File: src/rtl/pt_walker_pkg.sv
package pt_walker_pkg;

    typedef enum logic [2:0] {
        ST_IDLE    = 3'd0,
        ST_READ_L1 = 3'd1,
        ST_READ_L2 = 3'd2,
        ST_READ_L3 = 3'd3,
        ST_DONE    = 3'd4
    } walk_state_e;

    typedef enum logic [2:0] {
        FLT_NONE = 3'd0,
        FLT_ACV  = 3'd1,
        FLT_TNV  = 3'd2,
        FLT_FOR  = 3'd3,
        FLT_FOW  = 3'd4,
        FLT_FOE  = 3'd5
    } fault_e;

    // Entry field positions decoded by the walker.
    localparam int PTE_VALID_BIT = 0;
    localparam int PTE_FO_LSB    = 1;
    localparam int PTE_RD_LSB    = 8;
    localparam int PTE_WR_LSB    = 12;
    localparam int PTE_PFN_LSB   = 32;

    localparam logic [1:0] ACC_PROBE = 2'd3;
    localparam logic [2:0] PERM_ALL  = 3'b111;

endpackage

File: src/rtl/pw_va_classify.sv
module pw_va_classify #(
    parameter int VA_W    = 64,
    parameter int IMPL_VA = 43
) (
    input  logic [VA_W-1:0] va,
    output logic            canon_ok,
    output logic            window_hit,
    output logic [VA_W-1:0] window_pa
);
    localparam int SEG_LSB = IMPL_VA - 2;   // two-bit segment selector
    localparam int MOV_BIT = IMPL_VA - 3;   // bit relocated upward
    localparam int TOP_N   = VA_W - IMPL_VA;

    assign canon_ok   = (va[VA_W-1:IMPL_VA] == {TOP_N{va[VA_W-1]}});
    assign window_hit = va[VA_W-1] && (va[SEG_LSB +: 2] == 2'b10);

    always_comb begin
        window_pa                = '0;
        window_pa[MOV_BIT-1:0]   = va[MOV_BIT-1:0];
        window_pa[IMPL_VA]       = va[MOV_BIT];
    end
endmodule

File: src/rtl/pw_entry_addr.sv
module pw_entry_addr #(
    parameter int VA_W      = 64,
    parameter int PAGE_BITS = 13,
    parameter int IDX_BITS  = 10,
    parameter int LEVELS    = 3
) (
    input  logic [VA_W-1:0]  va,
    input  logic [VA_W-1:0]  base,
    input  logic [1:0]       level,
    output logic [VA_W-1:0]  addr
);
    localparam int ENTRY_SHIFT = 3;   // 8-byte entries

    logic [IDX_BITS-1:0] idx [LEVELS];

    for (genvar g = 0; g < LEVELS; g++) begin : g_idx
        assign idx[g] = va[PAGE_BITS + (LEVELS-1-g)*IDX_BITS +: IDX_BITS];
    end

    assign addr = base + (VA_W'(idx[level]) << ENTRY_SHIFT);
endmodule

File: src/rtl/pw_pte_eval.sv
module pw_pte_eval
    import pt_walker_pkg::*;
#(
    parameter int VA_W      = 64,
    parameter int PAGE_BITS = 13,
    parameter int PRIV_W    = 2
) (
    input  logic [63:0]       pte,
    input  logic              is_leaf,
    input  logic [PRIV_W-1:0] priv,
    input  logic [1:0]        acc,
    output fault_e            fault,
    output logic [2:0]        perm,
    output logic [VA_W-1:0]   frame
);
    localparam int NPRIV = 1 << PRIV_W;

    logic [NPRIV-1:0] rd_vec, wr_vec;
    logic [2:0]       need, granted, kept, fo;

    assign rd_vec  = pte[PTE_RD_LSB +: NPRIV];
    assign wr_vec  = pte[PTE_WR_LSB +: NPRIV];
    assign fo      = pte[PTE_FO_LSB +: 3];
    assign need    = (acc == ACC_PROBE) ? 3'b000 : (3'b001 << acc);
    assign granted = {rd_vec[priv], wr_vec[priv], rd_vec[priv]};
    assign kept    = granted & ~fo;
    assign frame   = VA_W'(pte[63:PTE_PFN_LSB]) << PAGE_BITS;

    always_comb begin
        fault = FLT_NONE;
        perm  = '0;
        if (!pte[PTE_VALID_BIT]) begin
            fault = FLT_TNV;
        end else if (!is_leaf) begin
            if (!pte[PTE_RD_LSB]) fault = FLT_ACV;
        end else if ((need != 3'b000) && ((granted & need) == 3'b000)) begin
            fault = FLT_ACV;
        end else if ((need != 3'b000) && ((kept & need) == 3'b000)) begin
            fault = need[2] ? FLT_FOE : (need[1] ? FLT_FOW : FLT_FOR);
        end else begin
            perm = kept;
        end
    end
endmodule

File: src/rtl/pt_walker.sv
module pt_walker
    import pt_walker_pkg::*;
#(
    parameter int VA_W      = 64,
    parameter int IMPL_VA   = 43,
    parameter int PAGE_BITS = 13,
    parameter int IDX_BITS  = 10,
    parameter int PRIV_W    = 2
) (
    input  logic              clk,
    input  logic              rst_n,
    input  logic              req_valid,
    input  logic [VA_W-1:0]   req_va,
    input  logic [1:0]        req_acc,
    input  logic [PRIV_W-1:0] req_priv,
    input  logic [VA_W-1:0]   ptbr,
    output logic              req_ready,
    output logic              mem_req,
    output logic [VA_W-1:0]   mem_addr,
    input  logic              mem_rvalid,
    input  logic [63:0]       mem_rdata,
    output logic              resp_valid,
    output logic [VA_W-1:0]   resp_pa,
    output logic [2:0]        resp_perm,
    output logic [2:0]        resp_fault
);
    localparam logic [PRIV_W-1:0] KERNEL_PRIV = '0;

    walk_state_e       state_q, state_d;
    logic [VA_W-1:0]   va_q, base_q, base_d, pa_q, pa_d;
    logic [1:0]        acc_q;
    logic [PRIV_W-1:0] priv_q;
    logic [2:0]        perm_q, perm_d;
    fault_e            fault_q, fault_d;
    logic              load_req, base_en, res_en;
    logic [1:0]        level;

    logic              canon_ok, window_hit;
    logic [VA_W-1:0]   window_pa, entry_addr, ev_frame;
    fault_e            ev_fault;
    logic [2:0]        ev_perm;

    pw_va_classify #(.VA_W(VA_W), .IMPL_VA(IMPL_VA)) u_cls (
        .va(req_va), .canon_ok(canon_ok), .window_hit(window_hit), .window_pa(window_pa)
    );

    pw_entry_addr #(.VA_W(VA_W), .PAGE_BITS(PAGE_BITS), .IDX_BITS(IDX_BITS), .LEVELS(3)) u_addr (
        .va(va_q), .base(base_q), .level(level), .addr(entry_addr)
    );

    pw_pte_eval #(.VA_W(VA_W), .PAGE_BITS(PAGE_BITS), .PRIV_W(PRIV_W)) u_eval (
        .pte(mem_rdata), .is_leaf(state_q == ST_READ_L3), .priv(priv_q), .acc(acc_q),
        .fault(ev_fault), .perm(ev_perm), .frame(ev_frame)
    );

    // Next-state and capture decisions
    always_comb begin
        state_d  = state_q;
        load_req = 1'b0;
        base_en  = 1'b0;
        base_d   = base_q;
        res_en   = 1'b0;
        pa_d     = '0;
        perm_d   = '0;
        fault_d  = FLT_NONE;
        unique case (state_q)
            ST_IDLE: begin
                if (req_valid) begin
                    load_req = 1'b1;
                    if (!canon_ok) begin
                        state_d = ST_DONE;
                        res_en  = 1'b1;
                        fault_d = FLT_ACV;
                    end else if (window_hit) begin
                        state_d = ST_DONE;
                        res_en  = 1'b1;
                        if (req_priv != KERNEL_PRIV) begin
                            fault_d = FLT_ACV;
                        end else begin
                            pa_d   = window_pa;
                            perm_d = PERM_ALL;
                        end
                    end else begin
                        state_d = ST_READ_L1;
                        base_en = 1'b1;
                        base_d  = ptbr;
                    end
                end
            end
            ST_READ_L1, ST_READ_L2, ST_READ_L3: begin
                if (mem_rvalid) begin
                    if (ev_fault != FLT_NONE) begin
                        state_d = ST_DONE;
                        res_en  = 1'b1;
                        fault_d = ev_fault;
                    end else if (state_q == ST_READ_L3) begin
                        state_d = ST_DONE;
                        res_en  = 1'b1;
                        pa_d    = ev_frame | VA_W'(va_q[PAGE_BITS-1:0]);
                        perm_d  = ev_perm;
                    end else begin
                        base_en = 1'b1;
                        base_d  = ev_frame;
                        state_d = (state_q == ST_READ_L1) ? ST_READ_L2 : ST_READ_L3;
                    end
                end
            end
            ST_DONE: state_d = ST_IDLE;
            default: state_d = ST_IDLE;
        endcase
    end

    // State register
    always_ff @(posedge clk or negedge rst_n) begin
        if (!rst_n) state_q <= ST_IDLE;
        else        state_q <= state_d;
    end

    // Request, base and result registers
    always_ff @(posedge clk or negedge rst_n) begin
        if (!rst_n) begin
            va_q    <= '0;
            acc_q   <= '0;
            priv_q  <= '0;
            base_q  <= '0;
            pa_q    <= '0;
            perm_q  <= '0;
            fault_q <= FLT_NONE;
        end else begin
            if (load_req) begin
                va_q   <= req_va;
                acc_q  <= req_acc;
                priv_q <= req_priv;
            end
            if (base_en) base_q <= base_d;
            if (res_en) begin
                pa_q    <= pa_d;
                perm_q  <= perm_d;
                fault_q <= fault_d;
            end
        end
    end

    // Outputs
    always_comb begin
        level = 2'd0;
        unique case (state_q)
            ST_READ_L2: level = 2'd1;
            ST_READ_L3: level = 2'd2;
            default:    level = 2'd0;
        endcase
        req_ready  = (state_q == ST_IDLE);
        mem_req    = (state_q == ST_READ_L1) || (state_q == ST_READ_L2) || (state_q == ST_READ_L3);
        mem_addr   = entry_addr;
        resp_valid = (state_q == ST_DONE);
        resp_pa    = pa_q;
        resp_perm  = perm_q;
        resp_fault = fault_q;
    end
endmodule

File: config.mk
export PLATFORM = sky130hd
export DESIGN_NAME = pt_walker
export DESIGN_NICKNAME = d
export VERILOG_FILES = /design/src/rtl/pt_walker_pkg.sv /design/src/rtl/pw_va_classify.sv /design/src/rtl/pw_entry_addr.sv /design/src/rtl/pw_pte_eval.sv /design/src/rtl/pt_walker.sv
export SDC_FILE = /design/constraint.sdc
export NUM_CORES = 1
export LEC_CHECK = 0
export ABC_AREA = 1
export BUFFER_PORTS_ARGS = -buffer_cell sky130_fd_sc_hd__buf_2
export CAP_MARGIN = 20
export CORE_MARGIN = 3
export CORE_UTILIZATION = 50
export DETAILED_ROUTE_END_ITERATION = 12
export GPL_TIMING_DRIVEN = 0
export HOLD_SLACK_MARGIN = 0.15
export PLACE_DENSITY = 0.85
export RECOVER_POWER = 100
export SYNTH_ARGS = -nofsm -noshare
export SYNTH_HDL_FRONTEND = slang
export SYNTH_HIERARCHICAL = 1
export SYNTH_SLANG_ARGS = --single-unit
File: constraint.sdc
create_clock -name clk -period 4.14 [get_ports clk]
set_input_delay 0.828 -clock clk [delete_from_list [all_inputs] [get_ports clk]]
set_output_delay 0.828 -clock clk [all_outputs]
set_load 0.005 [all_outputs]
==> out/summary.txt <==
Final nets -> 2,552
pre-CTS setup slack -> -0.601 ns
Final Hold Viols -> 0
Die Ht -> 168 µm
share of cells above drive strength 1 -> 29.0%
R2R Setup Slk -> 1.20 ns
Detail Route Antenna Nets -> 0
fmax -> 242 MHz
RSZ-0062 raised after global routing -> yes
synth warn -> 6
CTS Root Cell -> clkbuf_16
number of global-route vias before repair -> 13,800
GPL Wtd Cong -> 0.958
All-Layer GR Usage -> 33.9%
clock skew -> 0.0119 ns
hold path depth -> 2
FP Rows -> 58
Worst Min Path Start -> va_q[0]$_DFFE_PN0P_
Initial DRT Pass Iterations -> 6
die area -> 28,300 µm²
hold crit path type -> reg -> reg
# setup viols final -> 0
number of CTS-inserted buffers -> 17
CP endpoint kind -> output port
R2R depth -> 11
synthesized area -> 13,200 µm²
via/cell ratio -> 5.40
Clock Sinks -> 184
final worst slack -> 0.00943 ns
minimum clock period -> 4.13 ns
routed len/inst -> 18.6 µm
Placed Cells -> 2,606
Crit Path Category -> reg -> out
first-iteration detailed-routing DRC count -> 1,689
crit path launch type -> flop
grt ovf -> 0
status -> finished, violations left
H-tree depth -> 4
Layout Area Growth over Synthesis -> 26.3%
Syn Inst Count -> 1,940
core area -> 25,500 µm²
VDD IR-drop max -> 0.000259 V
Detailed Place HPWL -> 38,400 µm
RR Startpoint -> state_q[1]$_DFFE_PN0P_
CTS tree -> built
Remaining DRCs -> 0
Clock transition at path regs -> 0.07 ns
Avg Inst Size Synth -> 6.79 µm²
total leakage power -> 9.30 nW
Ports -> 337
Clk Latency, worst-skew pair -> 0.44 ns
Max-slew headroom -> -95.5%
Data arrival, critical path -> 3.30 ns
DRT Wirelength -> 49,900 µm
Final Non-Filler Cells -> 2,688
vias -> 14,500
initial core utilization -> 51.6%
overall power -> 4.43 mW
max_cap viols -> 1
Die Width -> 168 µm
Pwr Density -> 266 nW/µm²
filler instances -> 2,331
Slew Limit Fails -> 110
initial antenna violation count -> 11
first-pass GRT wire length -> 75,300 µm
largest net degree at the start of global routing -> 111
critical path required time -> 3.31 ns
crit share post-route -> 99.8%
failing checks -> capacitance limit, slew limit
CP Launch Point -> state_q[2]$_DFFE_PN0P_
port buffer count -> 282
Slew @ Worst Pin -> 2.93 ns
crit path max fanout -> 10
CTS Buffer Depth -> 2
==> per-stage QoR <==
step | hold WS [ns] | area (µm²) | setup TNS [ns] | util, %
global placement | 0.448 | 15200 | -162.54 | 59.5
floorplan | 0.434 | 13400 | 0 | -
detailed placement | 0.453 | 15200 | -10.04 | 59.6
global route | 0.485 | 16600 | -2.05 | 65.1
finish | 0.470 | 16600 | 0 | 65.1
CTS | 0.469 | 16100 | 0 | 63.2
==> worst max-delay path: stages, from the launching register on <==
cell,delay [ns]
dfrtp_1,0.39
buf_6,0.14
inv_6,0.07
nand3_4,0.09
inv_4,0.10
clkinv_4,0.10
or2_2,0.31
a32oi_4,0.29
inv_2,0.08
ha_4,0.28
nand3_1,0.08
nand3_2,0.11
nand2_1,0.08
nand2_2,0.10
nand2_1,0.08
o21ai_2,0.11
buf_4,0.16
xor2_1,0.16
buf_2,0.14
==> path summary, 6_finish.rpt <==
check,end
min reg2reg,va_q[0]$_DFFE_PN0P_
max reg2reg,resp_pa[30]$_DFFE_PN0P_
min,va_q[0]$_DFFE_PN0P_
max in group asynchronous,base_q[20]$_DFFE_PN0P_
min in group asynchronous,base_q[42]$_DFFE_PN0P_
max,mem_addr[24]
==> layer usage <==
metal / track usage (%) / up-vias / part of all wire, %
met5: 0 / - / 0.084
met4: 14.3 / 6 / 4.6
met3: 7.09 / 147 / 10
met2: 56.0 / 786 / 47
met1: 43.5 / 6785 / 38
li1: - / 6795 / -
==> layout make-up <==
cell class / instances / area, µm² / area share, %
diodes: 9 / 22.5 / 0.135
flip-flops and latches: 184 / 4610 / 27.7
multi-input cells: 1480 / 7330 / 44.1
inverters: 120 / 463 / 2.78
repair buffers: 324 / 1720 / 10.3
plain buffers: 210 / 1480 / 8.91
clock inverters: 11 / 136 / 0.820
well taps: 330 / 413 / 2.48
clock buffers: 20 / 457 / 2.75
==> what timing repair did <==
action / 4_1_cts / 5_1_grt
buffers inserted: 12 / 28
endpoints found under the setup margin: 60 / 52
gates cloned: 2 / 0
pin swaps: 13 / 35
hold buffers: 0 / 0
gates resized for setup: 62 / 90
==> cells in the final DEF, fill, tap and decap left out, types with 5 or more instances in the layout <==
master and n:
nand4_1 38, diode_2 9, ha_1 6, nor2_2 11, o21ai_2 6, o21ai_1 16, nand3_2 25, conb_1 55
buf_4 169, nand2_1 771, nor2_1 87, nand3b_1 13, nor3_1 10, o21ai_0 19, nand3_1 271, inv_2 12
nand2_2 43, a21oi_1 5, buf_6 21, inv_1 104, xnor2_1 5, buf_2 282, xor2_1 18, clkbuf_16 17
clkbuf_1 57, a21oi_2 6, nand2_4 15, dfrtp_1 182, ha_2 6, inv_6 5, nor2_4 14
==> power breakdown <==
part           internal, mW  total [mW]  switching (mW)
Sequential             1.88        1.96          0.0828
Combinational         0.328       0.744           0.416
Clock                 0.936        1.72           0.784
Total                  3.15        4.43            1.28
==> flip-flops by register name, indices dropped and copies added (netlist names) <==
register / count
state_q: 3
base_q: 64
resp_pa: 64
resp_fault: 3
priv_q: 2
acc_q: 2
va_q: 43
resp_perm: 3
Note: power is estimated with default switching activity, not from simulation.
